[src/rtl/uc_pkg.sv]
package uc_pkg;
    typedef enum logic [1:0] {
        UOP_XOR     = 2'd0,
        UOP_ADDCM   = 2'd1,
        UOP_DCOR    = 2'd2,
        UOP_XOR_ALT = 2'd3
    } uop_e;

    typedef enum logic [2:0] {
        SEL_NEVER   = 3'd0,
        SEL_UNDEF1  = 3'd1,
        SEL_BYTE_Z  = 3'd2,
        SEL_HALF_Z  = 3'd3,
        SEL_DIG_C   = 3'd4,
        SEL_UNDEF5  = 3'd5,
        SEL_BYTE_C  = 3'd6,
        SEL_HALF_C  = 3'd7
    } sel_e;
endpackage

[src/rtl/uc_dcor_const.sv]
module uc_dcor_const #(
    parameter int W = 32
) (
    input  logic [W-1:0] carry_vec,
    input  logic         intermediate,
    output logic [W-1:0] corr
);
    localparam int NDIG = W / 4;

    // one correction nibble per digit, driven by that digit's top carry bit
    for (genvar g = 0; g < NDIG; g++) begin : g_dig
        assign corr[4*g+3:4*g] =
            (carry_vec[4*g+3] == intermediate) ? 4'h6 : 4'h0;
    end
endmodule

[src/rtl/uc_cond_eval.sv]
module uc_cond_eval #(
    parameter int W = 32
) (
    input  logic [W-1:0] x,
    input  logic [W-1:0] y,
    input  logic [W-1:0] res,
    input  logic [3:0]   cond,
    output logic         hit
);
    import uc_pkg::*;

    function automatic logic [W-1:0] lane_mask(int period, int pos);
        logic [W-1:0] m;
        for (int i = 0; i < W; i++) m[i] = ((i % period) == pos);
        return m;
    endfunction

    localparam logic [W-1:0] BYTE_LO = lane_mask(8, 0);
    localparam logic [W-1:0] BYTE_HI = lane_mask(8, 7);
    localparam logic [W-1:0] HALF_LO = lane_mask(16, 0);
    localparam logic [W-1:0] HALF_HI = lane_mask(16, 15);
    localparam logic [W-1:0] DIG_HI  = lane_mask(4, 3);

    logic [W-1:0] cb;
    logic         byte_zero, half_zero, base;
    sel_e         sel;

    always_comb begin
        cb        = ((x | y) & ~res) | (x & y);
        byte_zero = |((res - BYTE_LO) & ~res & BYTE_HI);
        half_zero = |((res - HALF_LO) & ~res & HALF_HI);
        sel       = sel_e'(cond[3:1]);
        unique case (sel)
            SEL_BYTE_Z: base = byte_zero;
            SEL_HALF_Z: base = half_zero;
            SEL_DIG_C:  base = |(cb & DIG_HI);
            SEL_BYTE_C: base = |(cb & BYTE_HI);
            SEL_HALF_C: base = |(cb & HALF_HI);
            default:    base = 1'b0;
        endcase
        hit = base ^ cond[0];
    end
endmodule

[src/rtl/unit_cond_alu.sv]
module unit_cond_alu #(
    parameter int W = 32
) (
    input  logic         clk,
    input  logic         rst_n,
    input  logic         go,
    input  logic [1:0]   op,
    input  logic [W-1:0] opa,
    input  logic [W-1:0] opb,
    input  logic [W-1:0] carry_vec,
    input  logic [3:0]   cond,
    input  logic         opt,
    output logic [W-1:0] res_q,
    output logic         nullify_q,
    output logic         trap_q
);
    import uc_pkg::*;

    typedef struct packed {
        logic [W-1:0] res;
        logic         nul;
        logic         trap;
    } state_t;

    state_t       st_d, st_q;
    logic [W-1:0] corr, x, y, sum;
    logic         hit;
    uop_e         uop;

    uc_dcor_const #(.W(W)) u_dcor (
        .carry_vec    (carry_vec),
        .intermediate (opt),
        .corr         (corr)
    );

    uc_cond_eval #(.W(W)) u_cond (
        .x    (x),
        .y    (y),
        .res  (sum),
        .cond (cond),
        .hit  (hit)
    );

    always_comb begin
        uop = uop_e'(op);
        unique case (uop)
            UOP_ADDCM: begin
                x   = opa;
                y   = ~opb;
                sum = opa + ~opb;
            end
            UOP_DCOR: begin
                x   = opb;
                y   = opt ? corr : ~corr;
                sum = opt ? (opb + corr) : (opb - corr);
            end
            default: begin
                x   = opa;
                y   = opb;
                sum = opa ^ opb;
            end
        endcase

        st_d      = st_q;
        st_d.trap = 1'b0;
        if (go) begin
            st_d.res  = sum;
            st_d.nul  = (cond != 4'd0) && hit;
            st_d.trap = (cond != 4'd0) && hit && opt && (uop == UOP_ADDCM);
        end
    end

    always_ff @(posedge clk) begin
        if (!rst_n) st_q <= '0;
        else        st_q <= st_d;
    end

    assign res_q     = st_q.res;
    assign nullify_q = st_q.nul;
    assign trap_q    = st_q.trap;
endmodule

[config.mk]
export PLATFORM = sky130hd
export DESIGN_NAME = unit_cond_alu
export DESIGN_NICKNAME = d
export VERILOG_FILES = /design/src/rtl/uc_pkg.sv /design/src/rtl/uc_dcor_const.sv /design/src/rtl/uc_cond_eval.sv /design/src/rtl/unit_cond_alu.sv
export SDC_FILE = /design/constraint.sdc
export NUM_CORES = 1
export LEC_CHECK = 0
export ABC_AREA = 1
export CAP_MARGIN = 5
export CORE_UTILIZATION = 60
export CTS_BUF_LIST = sky130_fd_sc_hd__clkbuf_4 sky130_fd_sc_hd__clkbuf_8 sky130_fd_sc_hd__clkbuf_16
export CTS_CLUSTER_SIZE = 25
export DETAILED_ROUTE_END_ITERATION = 8
export PLACE_DENSITY = 0.94
export SLEW_MARGIN = 20
export SYNTH_ARGS = -nofsm -noshare
export SYNTH_HDL_FRONTEND = slang
export SYNTH_HIERARCHICAL = 1
export SYNTH_SLANG_ARGS = --single-unit
[constraint.sdc]
create_clock -name clk -period 12.8 [get_ports clk]
set_input_delay 1.92 -clock clk [delete_from_list [all_inputs] [get_ports clk]]
set_output_delay 1.92 -clock clk [all_outputs]
set_load 0.01 [all_outputs]
# After elaboration in Yosys (flattened, before gate mapping)

Cells that the tools add are included.

Register bits after elaboration: 34
Output and inout bits: 34
Logic and storage cells: 58
Bits of input ports: 106

Add/subtract/negate cells: 5
Bitwise operators: 11
Equality and inequality tests: 15
Reduce and logical (&&, ||, !) cells: 10
Muxes and demuxes: 14

Operators by type and width:

| kind                     | number |
|---|---|
| $and A32 B32 Y32         | 4 |
| $pmux W32 S2             | 2 |
| $mux W32                 | 3 |
| $not A32 Y32             | 3 |
| $add A32 B32 Y32         | 2 |
| $or A32 B32 Y32          | 2 |
| $sub A32 B17 Y32 const B | 1 |
| $sub A32 B25 Y32 const B | 1 |
| $sub A32 B32 Y32         | 1 |
| $xor A32 B32 Y32         | 1 |
| $mux W3                  | 8 |
| $eq A3 B3 Y1 const B     | 3 |
| $eq A1 B1 Y1             | 8 |
| $reduce_or A4 Y1         | 2 |
| $reduce_or A8 Y1         | 1 |
| $eq A3 B2 Y1 const B     | 2 |
| $pmux W1 S5              | 1 |
| $reduce_bool A4 Y1       | 1 |
| $reduce_or A2 Y1         | 2 |
| $logic_and A1 B1 Y1      | 3 |
| $eq A2 B1 Y1 const B     | 1 |
| $eq A2 B2 Y1 const B     | 1 |
| $reduce_and A2 Y1        | 1 |
| $xor A1 B1 Y1            | 1 |

# Longest topological paths before layout

Gate-level depths: netlist of the first run.

Word-level depth: 14
Gate-level depth with buffers: 46
Gate-level depth less buffers: 44

# By module

The synthesis of the first run kept the hierarchy.

By module, submodules not included:

| module        | area each (um2) | cells an instance | instances | sequential area each (um2) |
|---|---|---|---|---|
| unit_cond_alu | 8440.6          | 1633              | 1         | 680.7 |
| uc_cond_eval  | 495.5           | 120               | 1         | 0.0 |
| uc_dcor_const | 319.1           | 59                | 1         | 0.0 |

# Least setup slack after synthesis of the first run

No wires, ideal clock.

Path kind: input port to flip-flop
From: input port opt
To: register st_q, in the netlist trap_q
Cell stages on the path: 46
Required time: 12.708 ns
Arrival: 5.568 ns
Setup slack: 7.140 ns
Buffers on the path: 2
Library setup time: 0.092 ns
Cell sequence: buf_6 -> inv_2 -> nand2_1 -> nand2_1 -> buf_4 -> nor2_4 -> nand2_2 -> nor2_4 -> nand2_4 -> nor2_4 -> nand2_2 -> nor2_2 -> nand2_2 -> nor2_2 -> nand2_2 -> nor2_4 -> nand2_2 -> nor2_1 -> [10 not listed] -> nand2_1 -> nand3_1 -> nand3_1 -> nand2_1 -> inv_1 -> nor2_1 -> nand2_1 -> nor2_1 -> nor2_1 -> nand2_1 -> inv_1 -> nand2_1 -> nand2_1 -> nand4_1 -> nand2_1 -> nand2_1 -> nand3b_1 -> nor4_1

Word-level cells in the longest chain between the ends: 14
Elaborated cells between the ends (all ways): 41
Classes of those cells: add/sub (4); eq/ne (8); mux (13); bitwise (8); reduce/logical (8)

Ends and longest elaborated chain:

| element                                                                  | line                | source |
|---|---|---|
| start, declared                                                          | unit_cond_alu.sv:12 | `input logic opt,` |
| $eq A1 B1 Y1 *                                                           | uc_dcor_const.sv:13 | `(carry_vec[4*g+3] == intermediate) ? 4'h6 : 4'h0;` |
| $mux W3 *                                                                | uc_dcor_const.sv:13 |  |
| named net corr[5]                                                        | unit_cond_alu.sv:26 | `logic [W-1:0] corr, x, y, sum;` |
| $sub A32 B32 Y32 / $add A32 B32 Y32 (equally long branches)              | unit_cond_alu.sv:55 | `sum = opt ? (opb + corr) : (opb - corr);` |
| $mux W32 *                                                               | unit_cond_alu.sv:55 |  |
| $pmux W32 S2 *                                                           | unit_cond_alu.sv:46 | `unique case (uop)` |
| named net sum[31]                                                        | unit_cond_alu.sv:26 |  |
| parallel branches: the longest is 4 deep, another holds $sub A32 B25 Y32 | --                  |  |
| $pmux W1 S5 *                                                            | uc_cond_eval.sv:33  | `unique case (sel)` |
| $xor A1 B1 Y1 *                                                          | uc_cond_eval.sv:41  | `hit = base ^ cond[0];` |
| named net hit                                                            | unit_cond_alu.sv:27 | `logic hit;` |
| $logic_and A1 B1 Y1 * (3 in a row)                                       | unit_cond_alu.sv:69 | `st_d.trap = (cond != 4'd0) && hit && opt && (uop == UOP_ADDCM);` |
| end signal, assigned                                                     | unit_cond_alu.sv:75 | `else st_q <= st_d;` |
| end, declared                                                            | unit_cond_alu.sv:25 | `state_t st_d, st_q;` |

Mark *: on every way through the listed nets, which the timed path passes.
A chain may end at the register's enable or synchronous reset.

# Worst setup path after layout of the first run

Same ends and word-level chain as after synthesis.

==> results by group, run 1 <==
Synth
  • Cells after Synth: 1673
  • Avg Cell Area, Syn: 5.113 um2
  • Synth warn: 6
  • Post-Synthesis Cell Area: 0.008554 mm2

Timing
  • Worst slew pin tran: 1015 ps
  • RSZ-0062 raised after global routing: no
  • Final-report max-slew violation count: 0
  • Worst Skew: 0 ps
  • Final hold vios: 0
  • Fmax achieved: 132.1 MHz
  • Setup Viol. Count Final: 0
  • Final worst path period share: 59.15%
  • Final TNS setup: 0 ps
  • Final worst path period need: 7572 ps
  • Slew HR: 32.37%

Clock network
  • TritonCTS Buffers: 5
  • Worst-path clk slew: 50 ps
  • PostCTS Resize Cnt: 0
  • Root Driver: clkbuf_16
  • Clock sinks: 34
  • Clk_lat worst skew: 280 ps
  • CTS Buffer Depth: 2
  • CTS Hold Bufs: 0
  • TritonCTS clock tree: done
  • Post-CTS setup repair buffer count: 0
  • H-tree depth: 2

GRT
  • Largest net degree at the start of global routing: 61
  • Vias in the first global route: 9150
  • Initial antenna violation count: 0
  • First-pass GRT wire length: 43700 um
  • Aggregate global-route resource usage: 37.67%
  • Total gr overflow: 0

Worst setup path
  • Worst path arrival time: 7750 ps
  • R2R Path Start: res_q[3]$_SDFFE_PN0P_
  • Crit path depth: 43
  • Most frequent CP cell: nand2_1
  • Buffers and inverters on the worst path: 8
  • Peak fanout along the critical path: 31
  • Setup CP Type: input pin to register
  • Max stage delay on crit path: 450 ps
  • Register-to-Register Path Depth: 4
  • Critical Path Start: opt
  • Startpoint types: input pin
  • Slowest-stage cell, CP: clkdlybuf4s50_1
  • Crit path capture: trap_q$_SDFF_PN0_
  • Worst R2R End: res_q[3]$_SDFFE_PN0P_
  • Crit path required time: 12980 ps
  • CP top delay family: simple AND/OR/NAND/NOR gates
  • CP Capture Type: register
  • Setup slack, reg-to-reg: 12060 ps

Layout
  • # diodes: 0
  • Share of layout cells above drive strength 1: 3.217%
  • Nets@finish: 1919
  • P&R area growth vs syn: 14.49%
  • Finished Layout Cells: 1921

Floorplan
  • Area of the die: 0.01474 mm2
  • Core area: 0.01388 mm2
  • Chip height: 121.4 um
  • Ports: 140
  • Die width: 121.4 um
  • Initial Utilization: 61.63%
  • Num rows: 43

Power
  • Tot Pwr: 0.7185 mW
  • Maximum VDD drop: 0.00005446 V
  • Pleak: 5.513 nW
  • PwrDens: 73.36 mW/mm2

Worst hold path
  • Worst Hold Class: register to register

Detailed routing
  • Post-route DRC: 0
  • DR vias: 10474
  • 1st-iter DRT viols: 990
  • Post-DRT Antenna Nets: 0
  • Drt via density: 5.452
  • Detailed Route WL: 27410 um
  • TritonRoute pass-1 iters: 7
  • WL/cell: 14.27 um

Placement
  • Placed Instances: 1913
  • GP Congestion: 1.067
  • Dpl hpwl: 22450 um
  • IO buf count: 115

Run status
  • Status: finished clean

Flow run
  • Max-cap violations: 0
[worst reg2reg max path, delay by kind of cell (launching register included)]
family	cells	cell delay, ps
AOI/OAI and AO/OA	1	110
buffers and inverters	1	90
DFF	1	340
and+or+nand+nor	2	150
[routing by layer]
metal  GRT usage [%]  vias up  share of wire, %
li1                -     5327                 -
met1           47.62     4587                43
met2           61.90      459                44
met3           5.498      101               7.2
met4           18.83        0               5.6
met5               0        -                 0
[cell type report]
cell class / count / area [um2]
clock buffers: 7 / 146.4
clock inverters: 1 / 5.005
fillers: 1336 / 4086
inverters: 300 / 1126
multi-input cells: 1279 / 6422
flip-flops and latches: 34 / 680.7
well taps: 180 / 225.2
repair buffers: 120 / 1189
[where the power goes]
group / switching [mW] / total (mW) / internal [mW]
registers: 0.00461 / 0.120 / 0.116
clock network: 0.0453 / 0.125 / 0.0792
logic: 0.302 / 0.474 / 0.172
[flip-flops by register name, indices dropped and copies added, names as in the netlist]
name,cells
nullify_q,1
res_q,32
trap_q,1
[how the worst min path moves through the flow]
| stage | start | endpoint | depth (start not counted) |
|---|---|---|---|
| 6_report | nullify_q$_SDFFE_PN0P_ | nullify_q$_SDFFE_PN0P_ | 2 |
| 4_1_cts | nullify_q$_SDFFE_PN0P_ | nullify_q$_SDFFE_PN0P_ | 2 |
| 3_3_place_gp | nullify_q$_SDFFE_PN0P_ | nullify_q$_SDFFE_PN0P_ | 2 |
| 3_5_place_dp | nullify_q$_SDFFE_PN0P_ | nullify_q$_SDFFE_PN0P_ | 2 |
| 5_1_grt | nullify_q$_SDFFE_PN0P_ | nullify_q$_SDFFE_PN0P_ | 2 |
| 2_1_floorplan | nullify_q$_SDFFE_PN0P_ | nullify_q$_SDFFE_PN0P_ | 2 |
[placed cells by master (no fill, tap or decap), types with 4 or more instances in the layout]
cell and n:
nor2_1 169, xnor2_1 10, nor2_2 12, clkbuf_16 5, a21oi_1 105, nand4_1 12
dfxtp_1 34, o21bai_1 11, inv_1 293, nor3_1 15, a22oi_1 6, nor4_1 4
nand2_2 9, nor2_4 5, buf_4 5, inv_2 6, o21ai_1 9, nand2_1 548
clkdlybuf4s50_1 115, conb_1 16, nand3b_1 12, xor2_1 22, ha_1 71, nand3_1 118
or2_1 5, or2_2 4, o21ai_0 86
[per-stage QoR]
stage	cell area, um2	util [%]	worst slack, ps	hold WS [ps]
global placement	9643	69.47	5214	458.4
global route	9794	70.56	4720	517.7
CTS	9794	70.56	5379	485.2
finish	9794	70.56	5228	495.0
detailed placement	9643	69.47	5109	470.1
floorplan	8611	-	7187	488.4
Note: power is estimated with default switching activity, not from simulation.
==> inputs of run 2 (changes only) <==
- CORE_UTILIZATION: 60 -> 52
- PLACE_DENSITY: 0.94 -> 0.87
- clock period: 12.8 -> 6.7 ns (I/O delays scaled with it)
==> run 2 against run 1 <==
  * Routed wire length increased by 2.7%
  * Clock power increased by 70%
  * Global-route usage decreased by 3.9 points
  * Die area increased by 15%
  * Clock skew unchanged
  * Power increased by 88%
  * Critical path depth decreased by 1
  * Sequential cell count unchanged
  * Hold slack got worse by 14 ps
  * Critical endpoint unchanged
  * Highest routed layer unchanged
==> results by group, run 2 (synthesis results as in run 1) <==
Run status
  • Status: finished clean (unchanged)

Placement
  • Dpl hpwl: 23400 um (was 22450 um)
  • IO buf count: 115 (unchanged)
  • GP Congestion: 0.9934 (was 1.067)

GRT
  • Aggregate global-route resource usage: 33.77% (was 37.67%)
  • Largest net degree at the start of global routing: 61 (unchanged)
  • First-pass GRT wire length: 44770 um (was 43700 um)
  • Vias in the first global route: 9375 (was 9150)
  • Initial antenna violation count: 0 (unchanged)
  • Total gr overflow: 0 (unchanged)

Worst hold path
  • Worst Hold Class: register to register (unchanged)

Floorplan
  • Num rows: 46 (was 43)
  • Chip height: 130.3 um (was 121.4 um)
  • Die width: 130.3 um (was 121.4 um)
  • Initial Utilization: 53.46% (was 61.63%)
  • Area of the die: 0.01697 mm2 (was 0.01474 mm2)
  • Core area: 0.01600 mm2 (was 0.01388 mm2)
  • Ports: 140 (unchanged)

Worst setup path
  • Most frequent CP cell: nand2_1 (unchanged)
  • Max stage delay on crit path: 470 ps (was 450 ps)
  • Slowest-stage cell, CP: clkdlybuf4s50_1 (unchanged)
  • CP Capture Type: register (unchanged)
  • Startpoint types: input pin (unchanged)
  • Worst path arrival time: 6220 ps (was 7750 ps)
  • Crit path required time: 6880 ps (was 12980 ps)
  • Peak fanout along the critical path: 10 (was 31)
  • Setup CP Type: input pin to register (unchanged)

Power
  • Pleak: 5.510 nW (was 5.513 nW)
  • PwrDens: 137.3 mW/mm2 (was 73.36 mW/mm2)
  • Maximum VDD drop: 0.0001042 V (was 0.00005446 V)

Clock network
  • Worst-path clk slew: 50 ps (about the same)
  • CTS Hold Bufs: 0 (unchanged)
  • PostCTS Resize Cnt: 0 (unchanged)
  • CTS Buffer Depth: 2 (unchanged)
  • TritonCTS Buffers: 5 (unchanged)
  • Root Driver: clkbuf_16 (unchanged)
  • Clk_lat worst skew: 280 ps (about the same)
  • Post-CTS setup repair buffer count: 0 (unchanged)
  • Clock sinks: 34 (unchanged)
  • H-tree depth: 2 (unchanged)
  • TritonCTS clock tree: done (unchanged)

Detailed routing
  • Detailed Route WL: 28160 um (was 27410 um)
  • Post-DRT Antenna Nets: 0 (unchanged)
  • DR vias: 10309 (was 10474)
  • Post-route DRC: 0 (unchanged)
  • 1st-iter DRT viols: 922 (was 990)
  • Drt via density: 5.268 (was 5.452)
  • WL/cell: 14.39 um (was 14.27 um)
  • TritonRoute pass-1 iters: 5 (was 7)

Layout
  • Most frequent cells in the layout: nand2_1 (548), inv_1 (293), nor2_1 (169) (unchanged)
  • Nets@finish: 1920 (was 1919)
  • P&R area growth vs syn: 14.92% (was 14.49%)
  • # diodes: 0 (unchanged)
  • Leading cell type in the layout, fill and taps excluded: nand2_1 (unchanged)
  • Fillers: 1676 (was 1336)
  • Core Util, Final: 61.44% (was 70.56%)
  • Share of layout cells above drive strength 1: 3.217% (unchanged)
  • Max reg flops: 32 (unchanged)

Timing
  • Setup Viol. Count Final: 0 (unchanged)
  • RSZ-0062 raised after global routing: no (unchanged)
  • Worst Skew: 0 ps (unchanged)
  • Final hold vios: 0 (unchanged)
  • Worst slew pin tran: 1015 ps (about the same)
  • Final-report max-slew violation count: 0 (unchanged)
  • Final TNS setup: 0 ps (unchanged)
  • Slew HR: 32.31% (was 32.37%)
  • Final worst path period share: 90.09%
  • Final worst path period need: 6036 ps
  • Fmax achieved: 165.7 MHz

Flow run
  • Max-cap violations: 0 (unchanged)
run 2: cell count changes in the layout (fill, tap and decap cells not counted), sizes merged:
cell	before	now
clkbuf	7	5
buf	5	6
clkinv	2	3
run 2: worst paths after layout:
path,startpoint,endpoint,slack [ps],cells after the start
setup / recovery,opt,trap_q$_SDFF_PN0_,660,42
hold reg to reg,nullify_q$_SDFFE_PN0P_,nullify_q$_SDFFE_PN0P_,480,2
hold / removal,nullify_q$_SDFFE_PN0P_,nullify_q$_SDFFE_PN0P_,480,2
setup reg to reg,res_q[14]$_SDFFE_PN0P_,res_q[14]$_SDFFE_PN0P_,6010,2
run 2: power by group:
part	total, mW	leakage, nW	internal [mW]	switching, mW
Clock	0.212	0.0694	0.134	0.0785
Sequential	0.229	0.282	0.221	0.00854
Combinational	0.908	5.16	0.329	0.579
Total	1.35	5.51	0.683	0.666
run 2: layout make-up:
class	instances	area (um2)	share of cell area, %
Multi-Input combinational cell	1279	6422	65.33
Timing Repair Buffer	121	1196	12.17
Inverter	300	1126	11.45
Sequential cell	34	680.7	6.924
Tap cell	216	270.3	2.749
Clock buffer	5	125.1	1.273
Clock inverter	2	10.01	0.1018
run 2: metal layers:
| metal | share of wire [%] | track usage (%) |
|---|---|---|
| met1 | 43 | 43.20 |
| met2 | 46 | 57.51 |
| met3 | 6.5 | 3.403 |
| met4 | 4.5 | 14.36 |
| met5 | 0 | 0 |
run 2: critical path, delay by kind of cell:
family	cells	cell delay [ps]
AND/OR/NAND/NOR	31	3580
buffers and inverters	7	1050
adder cells (fa/ha/maj)	2	490
AO/OA/AOI/OAI	2	110
run 2: through the flow:
step	instance area (um2)	worst slack, ps	power (mW)	cells	hold WS, ps
after CTS	9831	756.9	1.336	1957	486.3
after global routing	9831	80.28	1.478	1957	506.4
after global placement	9696	629.8	1.099	1950	466.7
after floorplan	8611	2002	0.8592	1688	488.4
after detailed placement	9696	500.9	1.117	1950	476.8
final	9831	663.8	1.349	1957	480.8
==> inputs of run 3 (changes only) <==
- SKIP_LAST_GASP: unset -> 1
- SLEW_MARGIN: 20 -> 30
==> run 3 against run 2 <==
  * Critical path depth stayed put
  * Utilization hardly changed
  * Sequential power hardly changed
  * Register-to-register slack hardly changed
  * First-iteration DRC count is 7.3% higher
  * Routed wire length is 0.11% higher
  * Sequential share of layout area hardly changed
  * Global-route usage stayed put
  * Sequential cell count stayed put
  * Non-clock buffer count stayed put
  * Clock skew stayed put
  * Clock power hardly changed
  * Critical path type unchanged
  * Highest routed layer unchanged
==> results by group, run 3 (synthesis results as in run 1) <==
Floorplan
  • Die width: 130.3 um (unchanged)
  • Area of the die: 0.01697 mm2 (unchanged)
  • Num rows: 46 (unchanged)
  • Initial Utilization: 53.46% (unchanged)
  • Chip height: 130.3 um (unchanged)
  • Ports: 140 (unchanged)
  • Core area: 0.01600 mm2 (unchanged)

Detailed routing
  • DR WL met3: 1808 um (was 1821 um)
  • DR vias: 10340 (was 10309)
  • Post-route DRC: 0 (unchanged)
  • TritonRoute pass-1 iters: 5 (unchanged)
  • 1st-iter DRT viols: 989 (was 922)
  • WL/cell: 14.40 um (was 14.39 um)
  • Highest Signal Layer: met4 (unchanged)
  • Detailed Route WL: 28190 um (was 28160 um)
  • WL met2: 13020 um (was 12940 um)
  • Post-DRT Antenna Nets: 0 (unchanged)
  • Drt via density: 5.284 (was 5.268)
  • Wire length on met1: 12100 um (was 12120 um)

Timing
  • Final worst path period need: 6003 ps (was 6036 ps)
  • Fmax achieved: 166.6 MHz (was 165.7 MHz)
  • Final TNS setup: 0 ps (unchanged)
  • RSZ-0062 raised after global routing: no (unchanged)
  • Worst slew pin tran: 953.7 ps (was 1015 ps)
  • Worst Skew: 0 ps (unchanged)
  • Final-report max-slew violation count: 0 (unchanged)
  • Final worst path period share: 89.60% (was 90.09%)
  • Final hold vios: 0 (unchanged)
  • Slew HR: 36.22% (was 32.31%)
  • Setup Viol. Count Final: 0 (unchanged)

Power
  • Pleak: 5.508 nW (was 5.510 nW)
  • Maximum VDD drop: 0.0001041 V (was 0.0001042 V)
  • PwrDens: 137.3 mW/mm2 (about the same)
  • Tot Pwr: 1.351 mW (was 1.349 mW)

Placement
  • Placed Instances: 1950 (unchanged)
  • Dpl hpwl: 23400 um (unchanged)
  • IO buf count: 115 (unchanged)
  • GP Congestion: 0.9934 (unchanged)

Layout
  • Share of layout cells above drive strength 1: 3.274% (was 3.217%)
  • Core Util, Final: 61.46% (was 61.44%)
  • Leading cell type in the layout, fill and taps excluded: nand2_1 (unchanged)
  • Finished Layout Cells: 1957 (unchanged)
  • Nets@finish: 1920 (unchanged)
  • Max reg flops: 32 (unchanged)
  • # diodes: 0 (unchanged)
  • Most frequent cells in the layout: nand2_1 (548), inv_1 (293), nor2_1 (169) (unchanged)
  • P&R area growth vs syn: 14.95% (was 14.92%)

Clock network
  • Clk_lat worst skew: 280 ps (about the same)
  • TritonCTS clock tree: done (unchanged)
  • Worst-path clk slew: 50 ps (about the same)
  • CTS Buffer Depth: 2 (unchanged)
  • PostCTS Resize Cnt: 0 (unchanged)
  • TritonCTS Buffers: 5 (unchanged)
  • H-tree depth: 2 (unchanged)
  • Clock sinks: 34 (unchanged)
  • CTS Hold Bufs: 0 (unchanged)
  • Post-CTS setup repair buffer count: 0 (unchanged)
  • Root Driver: clkbuf_16 (unchanged)

Worst setup path
  • CP top delay family: simple AND/OR/NAND/NOR gates (unchanged)
  • Setup CP Type: input pin to register (unchanged)
  • Buffers and inverters on the worst path: 7 (unchanged)
  • Critical Path Start: opt (unchanged)
  • Peak fanout along the critical path: 10 (unchanged)
  • Startpoint types: input pin (unchanged)
  • Max stage delay on crit path: 470 ps (about the same)
  • Slowest-stage cell, CP: clkdlybuf4s50_1 (unchanged)
  • R2R Path Start: res_q[16]$_SDFFE_PN0P_ (was res_q[14]$_SDFFE_PN0P_)
  • Most frequent CP cell: nand2_1 (unchanged)
  • CP Capture Type: register (unchanged)
  • Crit path required time: 6880 ps (about the same)
  • Worst path arrival time: 6190 ps (was 6220 ps)

GRT
  • Initial antenna violation count: 0 (unchanged)
  • First-pass GRT wire length: 44770 um (unchanged)
  • Vias in the first global route: 9375 (unchanged)
  • Aggregate global-route resource usage: 33.77% (unchanged)
  • Largest net degree at the start of global routing: 61 (unchanged)
  • Total gr overflow: 0 (unchanged)

Worst hold path
  • Worst Hold Class: register to register (unchanged)
  • HP Start: nullify_q$_SDFFE_PN0P_ (unchanged)

Run status
  • Status: finished clean (unchanged)

Flow run
  • Max-cap violations: 0 (unchanged)
[run 3: area by class of cell]
type                       instances  area (um2)
timing repair buffer             121        1196
clock buffer                       5       125.1
fill                            1675        6167
tap                              216       270.3
clock inverter                     2       10.01
inverter                         300        1126
sequential                        34       680.7
multi-input combinational       1279        6425
[run 3: power by group]
part | total, mW | leakage (nW) | internal [mW] | switching [mW]
Clock | 0.213 | 0.0694 | 0.134 | 0.0793
Combinational | 0.908 | 5.16 | 0.329 | 0.579
Sequential | 0.229 | 0.282 | 0.221 | 0.00849
Total | 1.35 | 5.51 | 0.683 | 0.667
[run 3: worst paths after layout]
check,endpoint,slack (ps),cells past startpoint
hold / removal,nullify_q$_SDFFE_PN0P_,480,2
setup reg to reg,res_q[16]$_SDFFE_PN0P_,6000,2
setup / recovery,trap_q$_SDFF_PN0_,700,42
hold reg to reg,nullify_q$_SDFFE_PN0P_,480,2
[run 3: metal layers]
metal | GRT usage (%) | up-vias
li1 | - | 5304
met1 | 43.20 | 4560
met2 | 57.51 | 407
met3 | 3.403 | 69
met4 | 14.36 | 0
met5 | 0 | -
[run 3: stage by stage]
stage | setup slack, ps | hold WS, ps | area [um2]
floorplan | 2002 | 488.4 | 8611
global placement | 629.8 | 466.7 | 9696
detailed placement | 500.9 | 476.8 | 9696
CTS | 756.9 | 486.3 | 9831
global route | 104.9 | 506.4 | 9833
finish | 697.0 | 481.4 | 9833
[run 3: worst register-to-register path, stage by stage (launching register included)]
cell	delay, ps
dfxtp_1	300
o21ai_0	180
a21oi_1	80
